<file path="src/rtl/simd_split_adder.sv">
module simd_split_adder #(
  parameter int REG_OUT = 1
) (
  input  logic        clk,
  input  logic        rst_n,
  input  logic [1:0]  mode,
  input  logic        sub,
  input  logic [63:0] op_a,
  input  logic [63:0] op_b,
  output logic [63:0] sum,
  output logic [7:0]  lane_cout
);
  localparam int NBYTE = 8;

  logic [63:0]      b_eff;
  logic [NBYTE-1:0] start;
  logic [NBYTE-1:0] cin;
  logic [NBYTE-1:0] co;
  logic [63:0]      s_c;
  logic [7:0]       c_c;
  logic [2:0]       shift;

  assign b_eff = op_b ^ {64{sub}};
  assign shift = 3'd3 - {1'b0, mode};

  for (genvar i = 0; i < NBYTE; i++) begin : g_slice
    assign start[i] = (i == 0) || (mode == 2'b11) ||
                      (mode == 2'b10 && (i % 2) == 0) ||
                      (mode == 2'b01 && (i % 4) == 0);
    if (i == 0) begin : g_first
      assign cin[i] = sub;
    end else begin : g_rest
      assign cin[i] = start[i] ? sub : co[i-1];
    end
    assign {co[i], s_c[8*i+7:8*i]} = {1'b0, op_a[8*i+7:8*i]}
                                   + {1'b0, b_eff[8*i+7:8*i]}
                                   + {8'd0, cin[i]};
  end

  always_comb begin
    c_c = '0;
    for (int i = 0; i < NBYTE; i++) begin
      if (i == NBYTE-1 || start[(i+1) % NBYTE])
        c_c[3'(i) >> shift] = co[i];
    end
  end

  if (REG_OUT != 0) begin : g_reg
    always_ff @(posedge clk or negedge rst_n) begin
      if (!rst_n) begin
        sum       <= '0;
        lane_cout <= '0;
      end else begin
        sum       <= s_c;
        lane_cout <= c_c;
      end
    end
  end else begin : g_comb
    assign sum       = s_c;
    assign lane_cout = c_c;
  end
endmodule


</file>
<file path="config.mk">
export PLATFORM = sky130hd
export DESIGN_NAME = simd_split_adder
export DESIGN_NICKNAME = d
export VERILOG_FILES = /design/src/rtl/simd_split_adder.sv
export SDC_FILE = /design/constraint.sdc
export NUM_CORES = 1
export LEC_CHECK = 0
export BUFFER_PORTS_ARGS = -buffer_cell sky130_fd_sc_hd__clkbuf_2
export CELL_PAD_IN_SITES_DETAIL_PLACEMENT = 2
export CELL_PAD_IN_SITES_GLOBAL_PLACEMENT = 2
export CORE_MARGIN = 4
export CORE_UTILIZATION = 27
export CTS_BUF_LIST = sky130_fd_sc_hd__clkbuf_8
export DETAILED_ROUTE_END_ITERATION = 12
export GPL_TIMING_DRIVEN = 0
export PLACE_DENSITY_LB_ADDON = 0.08
export SETUP_SLACK_MARGIN = 0.2
export SLEW_MARGIN = 5
export SYNTH_ARGS = -nofsm -noshare
export SYNTH_HDL_FRONTEND = slang
export SYNTH_SLANG_ARGS = --single-unit
</file>
<file path="constraint.sdc">
create_clock -name clk -period 0.8 [get_ports clk]
set_input_delay 0.08 -clock clk [delete_from_list [all_inputs] [get_ports clk]]
set_output_delay 0.08 -clock clk [all_outputs]
set_load 0.03 [all_outputs]
</file>
**Word level (Yosys, flattened, before mapping)**

Index checks and enable logic that the tools add are counted.

- Reduce and logical (&&, ||, !) cells: 10
- Magnitude comparators: 16
- Muxes and demuxes: 37
- Equality and inequality tests: 3
- Shift-type cells: 8
- Add/sub/neg operators: 17
- Bitwise operators: 2

Operator list:

| cell | number |
|---|---|
| adder 8 x 8 -> 9 bit | 8 |
| adder 9 x 1 -> 9 bit | 8 |
| XOR 64 bit | 1 |
| bitwise mux 8 bit | 7 |
| two-way mux 8 bit | 7 |
| < comparator 3 x 5 -> 1 bit, second input constant | 8 |
| demux 1 bit (select 3 bit) | 8 |
| >= comparator 3 x 1 -> 1 bit, second input constant | 8 |
| two-way mux 1 bit | 15 |
| >> shifter 3 x 3 -> 3 bit, first input constant | 4 |
| AND 8 bit | 1 |
| logical AND 1 bit | 8 |
| >> shifter 1 x 3 -> 3 bit, first input constant | 2 |
| >> shifter 2 x 3 -> 3 bit, first input constant | 2 |
| equality test 2 bit, second input constant | 2 |
| subtractor 2 x 2 -> 3 bit, first input constant | 1 |
| equality test 2 x 1 -> 1 bit, second input constant | 1 |
| logical OR 1 bit | 2 |

- Bits of input ports: 133
- Output and inout port bits: 72
- Word-level logic and storage cells: 95
- Flip-flop bits (word level): 72

**Logic depth before layout (Yosys ltp)**

- Depth after elaboration: 21
- Mapped depth: 54
- Gate-level depth less buffers: 52

**Least setup slack after synthesis**

Ideal clock, no wire load.

- Path kind: in2reg
- From: input sub
- To: register lane_cout[2]
- Setup time: 0.099 ns
- Path slack: -10.892 ns
- Buffers on the path: 2
- Required time: 0.701 ns
- Cell stages on the path: 54
- Data arrival time: 11.593 ns
- Cell sequence: clkbuf_1 -> buf_2 -> xor2_1 -> inv_1 -> fa_1 -> nor2b_1 -> o31a_1 -> o32a_1 -> o21ai_1 -> fa_1 -> fa_1 -> nor2b_1 -> o31ai_1 -> a2bb2oi_1 -> a21oi_1 -> fa_1 -> fa_1 -> nand2b_1 -> [18 not listed] -> nand2b_1 -> a21o_1 -> a21oi_1 -> a21oi_1 -> fa_1 -> fa_1 -> nand2b_1 -> a21oi_1 -> o41ai_1 -> nor2b_1 -> a21bo_2 -> fa_1 -> fa_1 -> nor2b_1 -> o21a_1 -> a31o_1 -> o41ai_4 -> a311oi_1

- Word-level cells in the longest chain between the ends: 18
- Elaborated cells on any way between the ends: 39

Ends and longest elaborated chain:

| what | line | text |
|---|---|---|
| from (decl) | 7 | `input logic sub,` |
| XOR 64 bit | 23 | `assign b_eff = op_b ^ {64{sub}};` |
| adder 8 x 8 -> 9 bit | 36 | `+ {1'b0, b_eff[8*i+7:8*i]}` |
| adder 9 x 1 -> 9 bit | 37 | `+ {8'd0, cin[i]};` |
| two-way mux 1 bit or AND 8 bit (tied branches) | - |  |
| adder 9 x 1 -> 9 bit or two-way mux 8 bit (tied branches) | 37, 43 |  |
| two-way mux 1 bit or bitwise mux 8 bit (tied branches) | 33, 44 |  |
| adder 9 x 1 -> 9 bit or two-way mux 8 bit (tied branches) | 37, 43 |  |
| two-way mux 1 bit or bitwise mux 8 bit (tied branches) | 33, 44 |  |
| [3 not listed] | - |  |
| two-way mux 1 bit or bitwise mux 8 bit (tied branches) | 33, 44 |  |
| adder 9 x 1 -> 9 bit or two-way mux 8 bit (tied branches) | 37, 43 |  |
| two-way mux 1 bit or bitwise mux 8 bit (tied branches) | 33, 44 |  |
| adder 9 x 1 -> 9 bit or two-way mux 8 bit (tied branches) | 37, 43 |  |
| two-way mux 1 bit or bitwise mux 8 bit (tied branches) | 33, 44 |  |
| adder 9 x 1 -> 9 bit or two-way mux 8 bit (tied branches) | 37, 43 |  |
| bitwise mux 8 bit (*) | 44 | `c_c[3'(i) >> shift] = co[i];` |
| named net c_c[2] | 20 | `logic [7:0] c_c;` |
| to (signal assigned) | 52 | `lane_cout <= '0;` |
| to (signal assigned) | 55 | `lane_cout <= c_c;` |
| to (decl) | 11 | `output logic [7:0] lane_cout` |

The timed path passes the listed nets; every way through them passes the cells marked *.

**Worst setup path in the final report**

- From: input sub
- To: register sum[60]

- Word-level cells in the longest chain between the ends: 17
- Elaborated cells on any way between the ends: 24

Ends and longest elaborated chain:

| what | line | text |
|---|---|---|
| XOR 64 bit | 23 |  |
| adder 8 x 8 -> 9 bit | 36 |  |
| adder 9 x 1 -> 9 bit | 37 |  |
| two-way mux 1 bit | 33 | `assign cin[i] = start[i] ? sub : co[i-1];` |
| adder 9 x 1 -> 9 bit | 37 |  |
| two-way mux 1 bit | 33 |  |
| adder 9 x 1 -> 9 bit | 37 |  |
| two-way mux 1 bit | 33 |  |
| [2 not listed] | - |  |
| adder 9 x 1 -> 9 bit | 37 |  |
| two-way mux 1 bit | 33 |  |
| adder 9 x 1 -> 9 bit | 37 |  |
| two-way mux 1 bit | 33 |  |
| adder 9 x 1 -> 9 bit | 37 |  |
| two-way mux 1 bit | 33 |  |
| adder 9 x 1 -> 9 bit (*) | 37 |  |
| named net s_c[60] | 19 | `logic [63:0] s_c;` |
| to (signal assigned) | 51 | `sum <= '0;` |
| to (signal assigned) | 54 | `sum <= s_c;` |
| to (decl) | 10 | `output logic [63:0] sum,` |

Marks and branches as above.

==> flow_summary.toml <==
[yosys]
synth_async_sr_flop_share = 1.000
synth_edf_count = 0
ys_seq_area_frac = 0.3367
syn_nets = 745
yosysWarningCount = 0
ys_ff_latch = 72
ys.flop_type = "dfrtp_1"
avgSynthCellArea_um2 = 10.00
synth.distinct_cells = 53
syn_inst = 535
mappedNetlistArea_um2 = 5351

[global_routing]
grt-ovfl-total = 0
grt_pass1_vias = 5793
grt_use_total = 0.1825
antenna_found_initial = 0
grt_max_degree = 44
grt_pass1_wl_mm = 31.62

[cts]
numCtsBuffers = 9
cts-root-buf = "clkbuf_8"
path_clk_slew_ns = 0.09
cts_tree = "done"
clockBufferDepth = 2
clock_sinks = 72
h-tree-depth = 3

[worst_setup_path]
end_kind = "flip-flop"
crit_type = "input pin to flip-flop"
arrival_ns = 11.47
crit_path_top_delay_cell = "fa_2"
crit_top_cell = "fa_2"
cp_data_required_time_ns = 1.07
cp-start-kind = "input pin"
cp_max_fo = 6
max_stage_delay_ns = 0.38

[run_status]
violations = "negative hold slack, negative setup slack"
status = "finished, violations left"

[routing]
top_layer = "met4"
wl_met1_mm = 8.505
vias = 5040
drt_first_iter_violations = 102
wl_per_cell_um = 19.00
final_antenna_net_count = 0
vias_per_cell = 4.582
drt-total-wl_mm = 20.90
wl_met3_mm = 1.164
first_pass_iters = 4
drc = 0
wl_met2_mm = 10.91

[timing]
fmax_ghz = 0.08924
finalHoldViolations = 30
fin_ws_ns = -10.41
whs_ns = -0.3229
maxSlewViolCount = 0
relSlewSlack = 0.4869
setup_viol = 143
fin_crit_sh = 14.01
worst_pin_slew_ns = 0.7502
grt_setup_unrepaired = "yes"
post-route-min-period_ns = 11.21

[floorplanning]
dieWidth_um = 148.8
num_rows = 51
die_h_um = 148.8
pin_count = 205
initial_utilization = 0.2750
core_um2 = 19460
die_area_um2 = 22140

[layout]
drive_gt1_frac = 0.4874
fin_nets = 1040
final_cell_mix = "clkbuf_2 (130), dfrtp_1 (72), buf_8 (72)"
syn_to_final_growth_pct = 67.03
multi_input_area_um2 = 3847
layout_commonest_cell = "clkbuf_2"
seqCellArea_um2 = 1802
diodes = 0
fillers = 2041

[run]
maxCapViolCount = 0

[power]
irDropWorstVdd_mv = 0.9632
leakage_nw = 4.284
power_density_nw_per_um2 = 2298
p_total_mw = 20.54

[place]
gp_congestion = 0.8312
io_buffers = 203
hpwl_mm = 15.18

[hold_path]
hold_path_class = "input pin to asynchronous set/reset pin"
state kept, by name, indices dropped and copies added (netlist names):
name / cells
sum: 64
lane_cout: 8
cells in the mapped netlist, drive strengths merged (2+ instances only):
cell | instances | share of area
nor3 | 8 | 0.0075
ha | 62 | 0.14
or3 | 8 | 0.0094
nand3b | 2 | 0.0028
xnor2 | 43 | 0.070
buf | 8 | 0.0075
a22oi | 2 | 0.0028
o31ai | 2 | 0.0028
a211oi | 3 | 0.0042
a2111oi | 3 | 0.0049
mux2i | 2 | 0.0037
a21oi | 32 | 0.031
a21boi | 2 | 0.0028
nand2 | 10 | 0.0070
o21a | 12 | 0.017
a21o | 4 | 0.0056
fa | 15 | 0.056
a221oi | 2 | 0.0033
nor2 | 39 | 0.027
o31a | 4 | 0.0065
xor2 | 59 | 0.097
nor2b | 22 | 0.026
dfrtp | 72 | 0.34
o21ai | 27 | 0.025
inv | 48 | 0.034
o41ai | 6 | 0.013
nor4 | 2 | 0.0023
o221ai | 2 | 0.0033
nand2b | 13 | 0.015
a31oi | 3 | 0.0035
per-stage QoR:
step / cell area [um2] / utilization / setup TNS [ns] / std cells / setup WS (ns)
after floorplan: 5494 / - / -378.17 / 535 / -9.783
after global placement: 6842 / 0.3515 / -540.36 / 1003 / -11.54
after detailed placement: 6872 / 0.3531 / -457.09 / 1004 / -11.70
after CTS: 8454 / 0.4344 / -406.77 / 1069 / -10.37
after global routing: 8939 / 0.4593 / -436.00 / 1100 / -10.90
final: 8939 / 0.4593 / -412.52 / 1100 / -10.41
layer usage:
metal	up-vias	GRT usage
met5	-	0
met4	0	0.04439
met3	17	0.04740
met2	135	0.3192
met1	2476	0.2254
li1	2412	-
final cells by class:
type | count | share of cell area
buffer | 9 | 0.01232
clock buffer | 11 | 0.01694
clock inverter | 5 | 0.008959
inverter | 48 | 0.02016
multi-input combinational | 406 | 0.4304
sequential | 72 | 0.2016
tap | 265 | 0.03709
timing repair buffer | 284 | 0.2725
worst max-delay path: cells and delay by family:
| family | cells | cell delay, ns |
|---|---|---|
| AO/OA/AOI/OAI | 21 | 3.26 |
| XOR/XNOR | 2 | 0.27 |
| adder cells (fa/ha/maj) | 15 | 5.45 |
| buffers and inverters | 8 | 0.83 |
| multiplexers | 1 | 0.11 |
| AND/OR/NAND/NOR | 11 | 1.47 |
report_power, final:
part           leakage [nW]  total, mW  switching (mW)  internal, mW
Clock                 0.117       3.55            1.63          1.92
Sequential            0.849       5.42           0.754          4.67
Combinational          3.32       11.6            5.74          5.82
worst max-delay path by stage:
stage	slack (ns)	from	cells past startpoint	endpoint
after global routing	-10.90	sub	58	sum[60]
after CTS	-10.37	sub	54	lane_cout[2]
after detailed placement	-11.70	sub	54	lane_cout[2]
after global placement	-11.54	sub	54	lane_cout[2]
final	-10.41	sub	58	sum[60]
after floorplan	-9.78	sub	54	lane_cout[2]
cells by family (layout without fill, tap and decap cells):
family,Yosys count,count (layout),synth area share
fa+ha+maj,77,77,0.2011
mux,2,2,0.003741
flops,72,72,0.3367
simple gates,110,110,0.1059
compound gates,115,115,0.1438
xor+xnor,102,102,0.1669
buf+inv,57,357,0.04185
repair_timing:
item	in CTS	in global routing
endpoints found under the setup margin	143	143
setup buffers	49	31
hold endpoints to repair	30	30
gates resized for setup	219	108
pin swaps	32	30
Note: power is estimated with default switching activity, not from simulation.
